### src/rtl/lock_pkg.sv
package lock_pkg;
   typedef enum logic [1:0] {
      ST_COLLECT = 2'd0,
      ST_OPEN    = 2'd1,
      ST_WRONG   = 2'd2,
      ST_DEAD    = 2'd3
   } lock_st_e;
endpackage

### src/rtl/code_table.sv
module code_table #(
   parameter int unsigned CODE_W    = 4,
   parameter int unsigned NUM_STEPS = 3,
   parameter int unsigned IDX_W     = 2,
   parameter logic [NUM_STEPS*CODE_W-1:0] CODE_SEQ = '0
) (
   input  logic [IDX_W-1:0]  step_idx,
   input  logic [CODE_W-1:0] code_in,
   output logic              match
);
   logic [NUM_STEPS-1:0] hit;

   for (genvar i = 0; i < NUM_STEPS; i++) begin : g_cmp
      assign hit[i] = (code_in == CODE_SEQ[i*CODE_W +: CODE_W]);
   end

   always_comb begin
      match = 1'b0;
      for (int k = 0; k < NUM_STEPS; k++) begin
         if (step_idx == IDX_W'(k)) match = hit[k];
      end
   end
endmodule

### src/rtl/fail_counter.sv
module fail_counter #(
   parameter int unsigned LIMIT = 3,
   parameter int unsigned CNT_W = 2
) (
   input  logic             clk,
   input  logic             rst,
   input  logic             bump,
   input  logic             clear,
   output logic [CNT_W-1:0] cnt,
   output logic             at_limit
);
   always_ff @(posedge clk) begin
      if (rst)                 cnt <= '0;
      else if (clear)          cnt <= '0;
      else if (bump && !at_limit) cnt <= cnt + CNT_W'(1);
   end

   assign at_limit = (cnt == CNT_W'(LIMIT));

   AST_CNT_NO_WRAP: assert property (@(posedge clk) disable iff (rst)
      at_limit && !clear |=> at_limit);
endmodule

### src/rtl/lock_fsm.sv
module lock_fsm
   import lock_pkg::*;
#(
   parameter int unsigned NUM_STEPS = 3,
   parameter int unsigned IDX_W     = 2
) (
   input  logic             clk,
   input  logic             rst,
   input  logic             enter,
   input  logic             match,
   input  logic             at_limit,
   output lock_st_e         st_q,
   output logic [IDX_W-1:0] step_q,
   output logic             bump,
   output logic             clear
);
   lock_st_e         st_d;
   logic [IDX_W-1:0] step_d;
   logic             is_last;

   assign is_last = (step_q == IDX_W'(NUM_STEPS - 1));
   assign bump    = (st_q == ST_COLLECT) && enter && !match;
   assign clear   = (st_q == ST_COLLECT) && enter && match && is_last;

   always_comb begin
      st_d   = st_q;
      step_d = step_q;
      unique case (st_q)
         ST_COLLECT: if (enter) begin
            if (!match) begin
               st_d   = ST_WRONG;
               step_d = '0;
            end else if (is_last) begin
               st_d   = ST_OPEN;
               step_d = '0;
            end else begin
               step_d = step_q + IDX_W'(1);
            end
         end
         ST_WRONG: if (enter) begin
            st_d   = at_limit ? ST_DEAD : ST_COLLECT;
            step_d = '0;
         end
         ST_OPEN: if (enter) begin
            st_d   = ST_COLLECT;
            step_d = '0;
         end
         default: begin
            st_d   = ST_DEAD;
            step_d = '0;
         end
      endcase
   end

   always_ff @(posedge clk) begin
      if (rst) begin
         st_q   <= ST_COLLECT;
         step_q <= '0;
      end else begin
         st_q   <= st_d;
         step_q <= step_d;
      end
   end

   AST_DEAD_STICKY: assert property (@(posedge clk) disable iff (rst)
      st_q == ST_DEAD |=> st_q == ST_DEAD);
   AST_IDLE_HOLDS: assert property (@(posedge clk) disable iff (rst)
      !enter |=> (st_q == $past(st_q)) && (step_q == $past(step_q)));
endmodule

### src/rtl/seq_code_lock.sv
module seq_code_lock
   import lock_pkg::*;
#(
   parameter int unsigned CODE_W      = 4,
   parameter int unsigned NUM_STEPS   = 3,
   parameter logic [NUM_STEPS*CODE_W-1:0] CODE_SEQ = 12'h72A,
   parameter int unsigned MAX_FAILS   = 3,
   parameter bit          HAS_LOCKOUT = 1'b1
) (
   input  logic              clk,
   input  logic              rst,
   input  logic [CODE_W-1:0] code_in,
   input  logic              enter,
   output logic              locked,
   output logic              lockout
);
   localparam int unsigned IDX_W = $clog2(NUM_STEPS);
   localparam int unsigned CNT_W = $clog2(MAX_FAILS + 1);

   if (CODE_W < 1 || CODE_W > 32) begin : g_bad_width
      $error("seq_code_lock: CODE_W must be 1..32");
   end
   if (NUM_STEPS < 2) begin : g_bad_steps
      $error("seq_code_lock: NUM_STEPS must be at least 2");
   end
   if (MAX_FAILS < 1) begin : g_bad_fails
      $error("seq_code_lock: MAX_FAILS must be at least 1");
   end

   lock_st_e         st_q;
   logic [IDX_W-1:0] step_q;
   logic             match, bump, clear, at_limit;
   logic [CNT_W-1:0] fail_cnt;

   code_table #(
      .CODE_W(CODE_W), .NUM_STEPS(NUM_STEPS), .IDX_W(IDX_W), .CODE_SEQ(CODE_SEQ)
   ) u_table (
      .step_idx(step_q), .code_in(code_in), .match(match)
   );

   fail_counter #(.LIMIT(MAX_FAILS), .CNT_W(CNT_W)) u_fails (
      .clk(clk), .rst(rst), .bump(bump), .clear(clear),
      .cnt(fail_cnt), .at_limit(at_limit)
   );

   lock_fsm #(.NUM_STEPS(NUM_STEPS), .IDX_W(IDX_W)) u_fsm (
      .clk(clk), .rst(rst), .enter(enter), .match(match), .at_limit(at_limit),
      .st_q(st_q), .step_q(step_q), .bump(bump), .clear(clear)
   );

   assign locked = (st_q != ST_OPEN);

   if (HAS_LOCKOUT) begin : g_flag
      assign lockout = (st_q == ST_DEAD);
      AST_LOCKOUT_FROM_WRONG: assert property (@(posedge clk) disable iff (rst)
         $rose(lockout) |-> ($past(st_q) == ST_WRONG) && $past(at_limit));
   end else begin : g_noflag
      assign lockout = 1'b0;
   end

   AST_UNLOCK_AFTER_LAST: assert property (@(posedge clk) disable iff (rst)
      $fell(locked) |-> $past(enter) && ($past(step_q) == IDX_W'(NUM_STEPS - 1)));
   AST_WRONG_NO_RECOUNT: assert property (@(posedge clk) disable iff (rst)
      st_q == ST_WRONG |=> (st_q != ST_WRONG) || (fail_cnt == $past(fail_cnt)));
   AST_OPEN_ZERO_CNT: assert property (@(posedge clk) disable iff (rst)
      st_q == ST_OPEN |-> fail_cnt == '0);
endmodule

### config.mk
export PLATFORM = sky130hd
export DESIGN_NAME = seq_code_lock
export DESIGN_NICKNAME = d
export VERILOG_FILES = /design/src/rtl/lock_pkg.sv /design/src/rtl/code_table.sv /design/src/rtl/fail_counter.sv /design/src/rtl/lock_fsm.sv /design/src/rtl/seq_code_lock.sv
export SDC_FILE = /design/constraint.sdc
export NUM_CORES = 1
export LEC_CHECK = 0
export BUFFER_PORTS_ARGS = -buffer_cell sky130_fd_sc_hd__buf_2
export CORE_AREA = 2 2 39 41
export CTS_BUF_LIST = sky130_fd_sc_hd__clkbuf_4 sky130_fd_sc_hd__clkbuf_8
export DETAILED_ROUTE_END_ITERATION = 8
export DIE_AREA = 0 0 41 43
export HOLD_SLACK_MARGIN = 0.12
export PLACE_DENSITY = 0.6
export SLEW_MARGIN = 15
export SYNTH_ARGS = -nofsm -noshare
export SYNTH_HDL_FRONTEND = slang
export SYNTH_SLANG_ARGS = --single-unit
### constraint.sdc
create_clock -name clk -period 1.4 [get_ports clk]
set_input_delay 0.28 -clock clk [delete_from_list [all_inputs] [get_ports clk]]
set_output_delay 0.28 -clock clk [all_outputs]
set_load 0.005 [all_outputs]
# After elaboration in Yosys (flattened, before gate mapping)
# Cells that the tools add are included.
# W data, S select, Z words.
# totals
regBits	6
input_bits	7
out_inout_bits	2
elab_cells	47
# op_classes
n_addsub	2
eq_ne	15
n_mux	14
n_reduce_logical	13
# op_table
cell	n
$mux W2	9
$eq A2 B2 Y1 const B	4
$ne A2 B2 Y1 const B	3
$pmux W2 S3	1
$logic_and A1 B1 Y1	5
$add A2 B1 Y2 const B	2
$eq A2 B1 Y1 const B	2
$eq A4 B2 Y1 const B	1
$eq A4 B3 Y1 const B	1
$eq A4 B4 Y1 const B	1
$logic_not A2 Y1	2
$ne A2 B1 Y1 const B	2
$pmux W2 S2	1
$reduce_and A4 Y1	1
$reduce_or A2 Y1	2
$mux W1	3
$ne A3 B3 Y1 const B	1
$logic_not A1 Y1	2
$reduce_and A2 Y1	1

# Depth between registers and ports, before layout
# logic_depth
depth_word	7
ltp_mapped	8
mapped_depth_nobuf	7

# Hierarchy
# A second synthesis with hierarchy kept.
# unflattened
cells_unflattened	49
hier_area_um2	444.2
# modules_own_cells
module	n_inst	cells_per_inst	area_each_um2	seq_area_each_um2
lock_fsm	1	33	281.5	80.1
fail_counter	1	8	105.1	40.0
code_table	1	6	45.0	0.0
seq_code_lock	1	2	12.5	0.0

# Worst setup path after synthesis
# Ideal clock, no wire load.
# synth_timing
kind	reg2reg
start	reg u_fsm.st_q[0]
end	reg u_fails.cnt[0]
setup_ns	0.067
arrival_ns	1.305
required_ns	1.333
slack_ns	0.028
path_stages_with_launch	9
path_buffers	1
period_less_slack_ns	1.372
path_cell_list	dfxtp_1 > inv_1 > ha_1 > buf_2 > nand2_1 > nor2_1 > nand3_1 > or3_1 > o21ai_2
# synth_via
elab_chain_cells	5
word_cells_on_any_way	7
classes_between	reduce/logical: 7
# synth_lines
item	line	text
from (decl)	lock_fsm.sv:12	output lock_st_e st_q,
from (signal assigned)	lock_fsm.sv:60	st_q <= st_d;
$logic_not A2 Y1 *	lock_fsm.sv:22, lock_fsm.sv:23	
$logic_and A1 B1 Y1 *	lock_fsm.sv:22, lock_fsm.sv:23	
$logic_and A1 B1 Y1 (2 in series)	lock_fsm.sv:23	assign clear = (st_q == ST_COLLECT) && enter && match && is_last;
$reduce_or A2 Y1 (no line)	-	
to (signal assigned)	fail_counter.sv:15	else if (bump && !at_limit) cnt <= cnt + CNT_W'(1);
to (decl)	fail_counter.sv:9	output logic [CNT_W-1:0] cnt,
# Mark *: on every way between the ends. The rest lies on a longest branch, timed or not.
# A chain may end at the register's enable or synchronous reset.

# Worst setup path after layout
# layout_timing
start	reg u_fsm.step_q[1]
end	reg u_fsm.st_q[0]
# layout_via
elab_chain_cells	7
word_cells_on_any_way	11
classes_between	eq/ne: 3; mux: 6; reduce/logical: 2
# layout_lines
item	line	text
from (decl)	lock_fsm.sv:13	output logic [IDX_W-1:0] step_q,
from (signal assigned)	lock_fsm.sv:61	step_q <= step_d;
$logic_not A2 Y1	code_table.sv:20	if (step_idx == IDX_W'(k)) match = hit[k];
$mux W1 (3 in series)	code_table.sv:20	
$mux W2	lock_fsm.sv:30	if (!match) begin
$mux W2	lock_fsm.sv:29	ST_COLLECT: if (enter) begin
$pmux W2 S3	lock_fsm.sv:28	unique case (st_q)
# Parallel ways exist; a longest one is shown, timed or not. The select of a mux whose other input is x is not followed.

==> results.cfg <==
[pwr]
power.density_nw_per_um2 = 1040
comb_power_share_pct = 43.1
p_clk_share_pct = 25.0
vdd_drop_max_uv = 604
power.switching_w = 0.000224
p_leak_nw = 0.276
switching_share_pct = 34.3
seqPwrFrac_pct = 32.0
power.internal_w = 0.000429

[setup_path]
worstSetupPathType = flip-flop to flip-flop
cp_max_fo = 3
crit_buf_inv = 0
path_depth = 5
rr_worst_depth = 5
arrival_ns = 1.45
cp_top_family = simple AND/OR/NAND/NOR gates
cp-start-kind = flip-flop
path_cells = nor4b_4, a21boi_1, or2_1, nor2_1, nor3_1
cp_data_required_time_ns = 1.53
cpPeakStageDelay_ns = 0.34
end_kind = flip-flop
worst_path_max_delay_cell = dfxtp_1

[routing]
via_count = 412
drc = 0
avgRoutedWirePerCell_um = 11.3
avgViaCountPerCell = 4.90
drt_iter0_markers = 4
ant_nets = 0
first_pass_iters = 2
wl_um = 953

[clocking]
clk_pin_slew_ns = 0.05
cts_tree = yes
clock_sinks = 6
clk_latency_ns = 0.24
numCtsBuffers = 3
cts_buffer_depth = 2
cts_hold_buf = 0
root_buffer = clkbuf_4
htree_levels = 1

[sta]
worst-slew-pin-transition_ns = 0.288
final-max-slew-violation-count = 0
skew_ns = 0.000973
setup_violations = 0
fmax_mhz = 755
timing.final.crit_period_ns = 1.32
rsz0062_at_grt = true
setup_slack_ns = 0.0757
period_share_pct = 94.6
hold_violations = 0
slew_headroom_pct = 80.7

[die]
num_io_pins = 9
dieHeight_um = 43
initial_core_util_pct = 31.6
rows = 14
coreArea_um2 = 1380
fp.dieW_um = 41
die-area_um2 = 1760

[place]
place_congestion = 0.824
portBuffers = 8
dp.cells = 81
dpl_cell_area_um2 = 522
hpwl_um = 738
preCtsSetupSlack_ns = -0.0107

[cells_and_area]
final_common_cell = buf_2
drive_gt1_share_pct = 50.0
layout.cells.non_filler = 84
syn_to_final_growth_pct = 43.3
fill_cells = 136
final_util_pct = 45.2
final_cell_mix = 8 x buf_2, 5 x nor2_1, 4 x nor2_2, 4 x a21oi_1
antenna_cells = 0
layout.nets = 82
stdcell_area_um2 = 626

[global_routing]
grt_antenna_before_repair = 0
overflow = 0
grt_pass1_wl_um = 1660
grt_use_total_pct = 13.8
grt_max_degree = 8
grt_pass1_vias = 425

[yosys]
syn_nets = 66
netlist_area_um2 = 437
syn-instance-count = 54
ys_types = 26
yosys_warnings = 0
ys_ff_latch = 6
yosysSeqAreaShare_pct = 27.5
syn_avg_cell_area_um2 = 8.09

[run_status]
outcome = completed

[job]
max_cap_viol_count = 0

[worst_hold_path]
hold_path_depth = 2
hp-class = primary input to flip-flop
[registers in the layout, summed over array words and instances (netlist names)]
signal	count
u_fsm.step_q	2
u_fails.cnt	2
u_fsm.st_q	2
[metrics by stage]
step,setup TNS (ns),power [W],hold slack [ns]
2_1_floorplan,0,0.000345,0.349
3_3_place_gp,-0.00319,0.000415,0.467
3_5_place_dp,-0.0107,0.000418,0.476
4_1_cts,0,0.000594,0.286
5_1_grt,-0.0825,0.000710,0.295
6_report,0,0.000653,0.292
[cell type report]
cell class	count	area, µm²	share of cell area (%)
Timing Repair Buffer	12	73.8	11.8
Tap cell	16	20.0	3.20
Sequential cell	6	124	19.8
Clock buffer	3	22.5	3.60
Inverter	3	11.3	1.80
Multi-Input combinational cell	44	374	59.8
[power by group through the flow]
stage / clock network [W] / registers, W / logic [W]
2_1_floorplan: 0 / 0.000209 / 0.000136
4_1_cts: 0.000171 / 0.000204 / 0.000219
6_report: 0.000163 / 0.000209 / 0.000281
3_3_place_gp: 0 / 0.000207 / 0.000209
3_5_place_dp: 0 / 0.000207 / 0.000211
5_1_grt: 0.000182 / 0.000211 / 0.000317
[routing by layer]
metal | up-vias | share of wire [%] | global-route usage, %
met5 | - | 0 | 0
met4 | 0 | 0 | 8.00
met3 | 0 | 1.9 | 3.14
met2 | 4 | 52 | 21.3
met1 | 187 | 46 | 16.6
li1 | 221 | - | -
[cells in the mapped netlist]
cell type,n,area (µm²)
a31oi_1,1,6.26
ha_1,5,62.6
nand2_1,4,15.0
nor3_1,2,10.0
nand4b_1,1,8.76
o21ba_1,1,10.0
nand3_1,3,15.0
or3_1,1,6.26
a32oi_1,1,8.76
buf_2,1,5.00
nand2b_1,1,6.26
nor4b_1,1,8.76
nor4b_2,1,15.0
or2_1,1,6.26
nor2_1,9,33.8
a21boi_1,1,7.51
a21o_1,1,7.51
dfxtp_1,6,120
nand4b_2,1,15.0
o21ai_2,1,8.76
xor2_1,1,8.76
inv_1,3,11.3
nand4_1,1,6.26
o21ai_1,1,5.00
a21oi_1,4,20.0
and3b_1,1,8.76
[final timing paths]
kind | start | end | slack, ns
max | u_fsm.step_q[1] | u_fsm.st_q[0] | 0.08
min | rst | u_fails.cnt[1] | 0.29
max reg2reg | u_fsm.step_q[1] | u_fsm.st_q[0] | 0.08
min reg2reg | u_fails.cnt[1] | u_fails.cnt[1] | 0.48
[logic make-up (layout without fill, tap and decap cells)]
| group | count (synthesis) | after routing | share of synthesized area, % |
|---|---|---|---|
| adders and majority gates | 5 | 5 | 14.3 |
| buffers and inverters | 4 | 18 | 3.72 |
| and+or+nand+nor | 27 | 27 | 35.5 |
| DFF | 6 | 6 | 27.5 |
| xor gates and xnor gates | 1 | 1 | 2.01 |
| AOI/OAI and AO/OA | 11 | 11 | 16.9 |
[timing repair]
item,4_1_cts,5_1_grt
pin swaps,0,5
setup buffers,0,0
resized for setup,2,19
endpoints found under the setup margin,2,6
No activity file was read; power rests on OpenSTA's default activity.
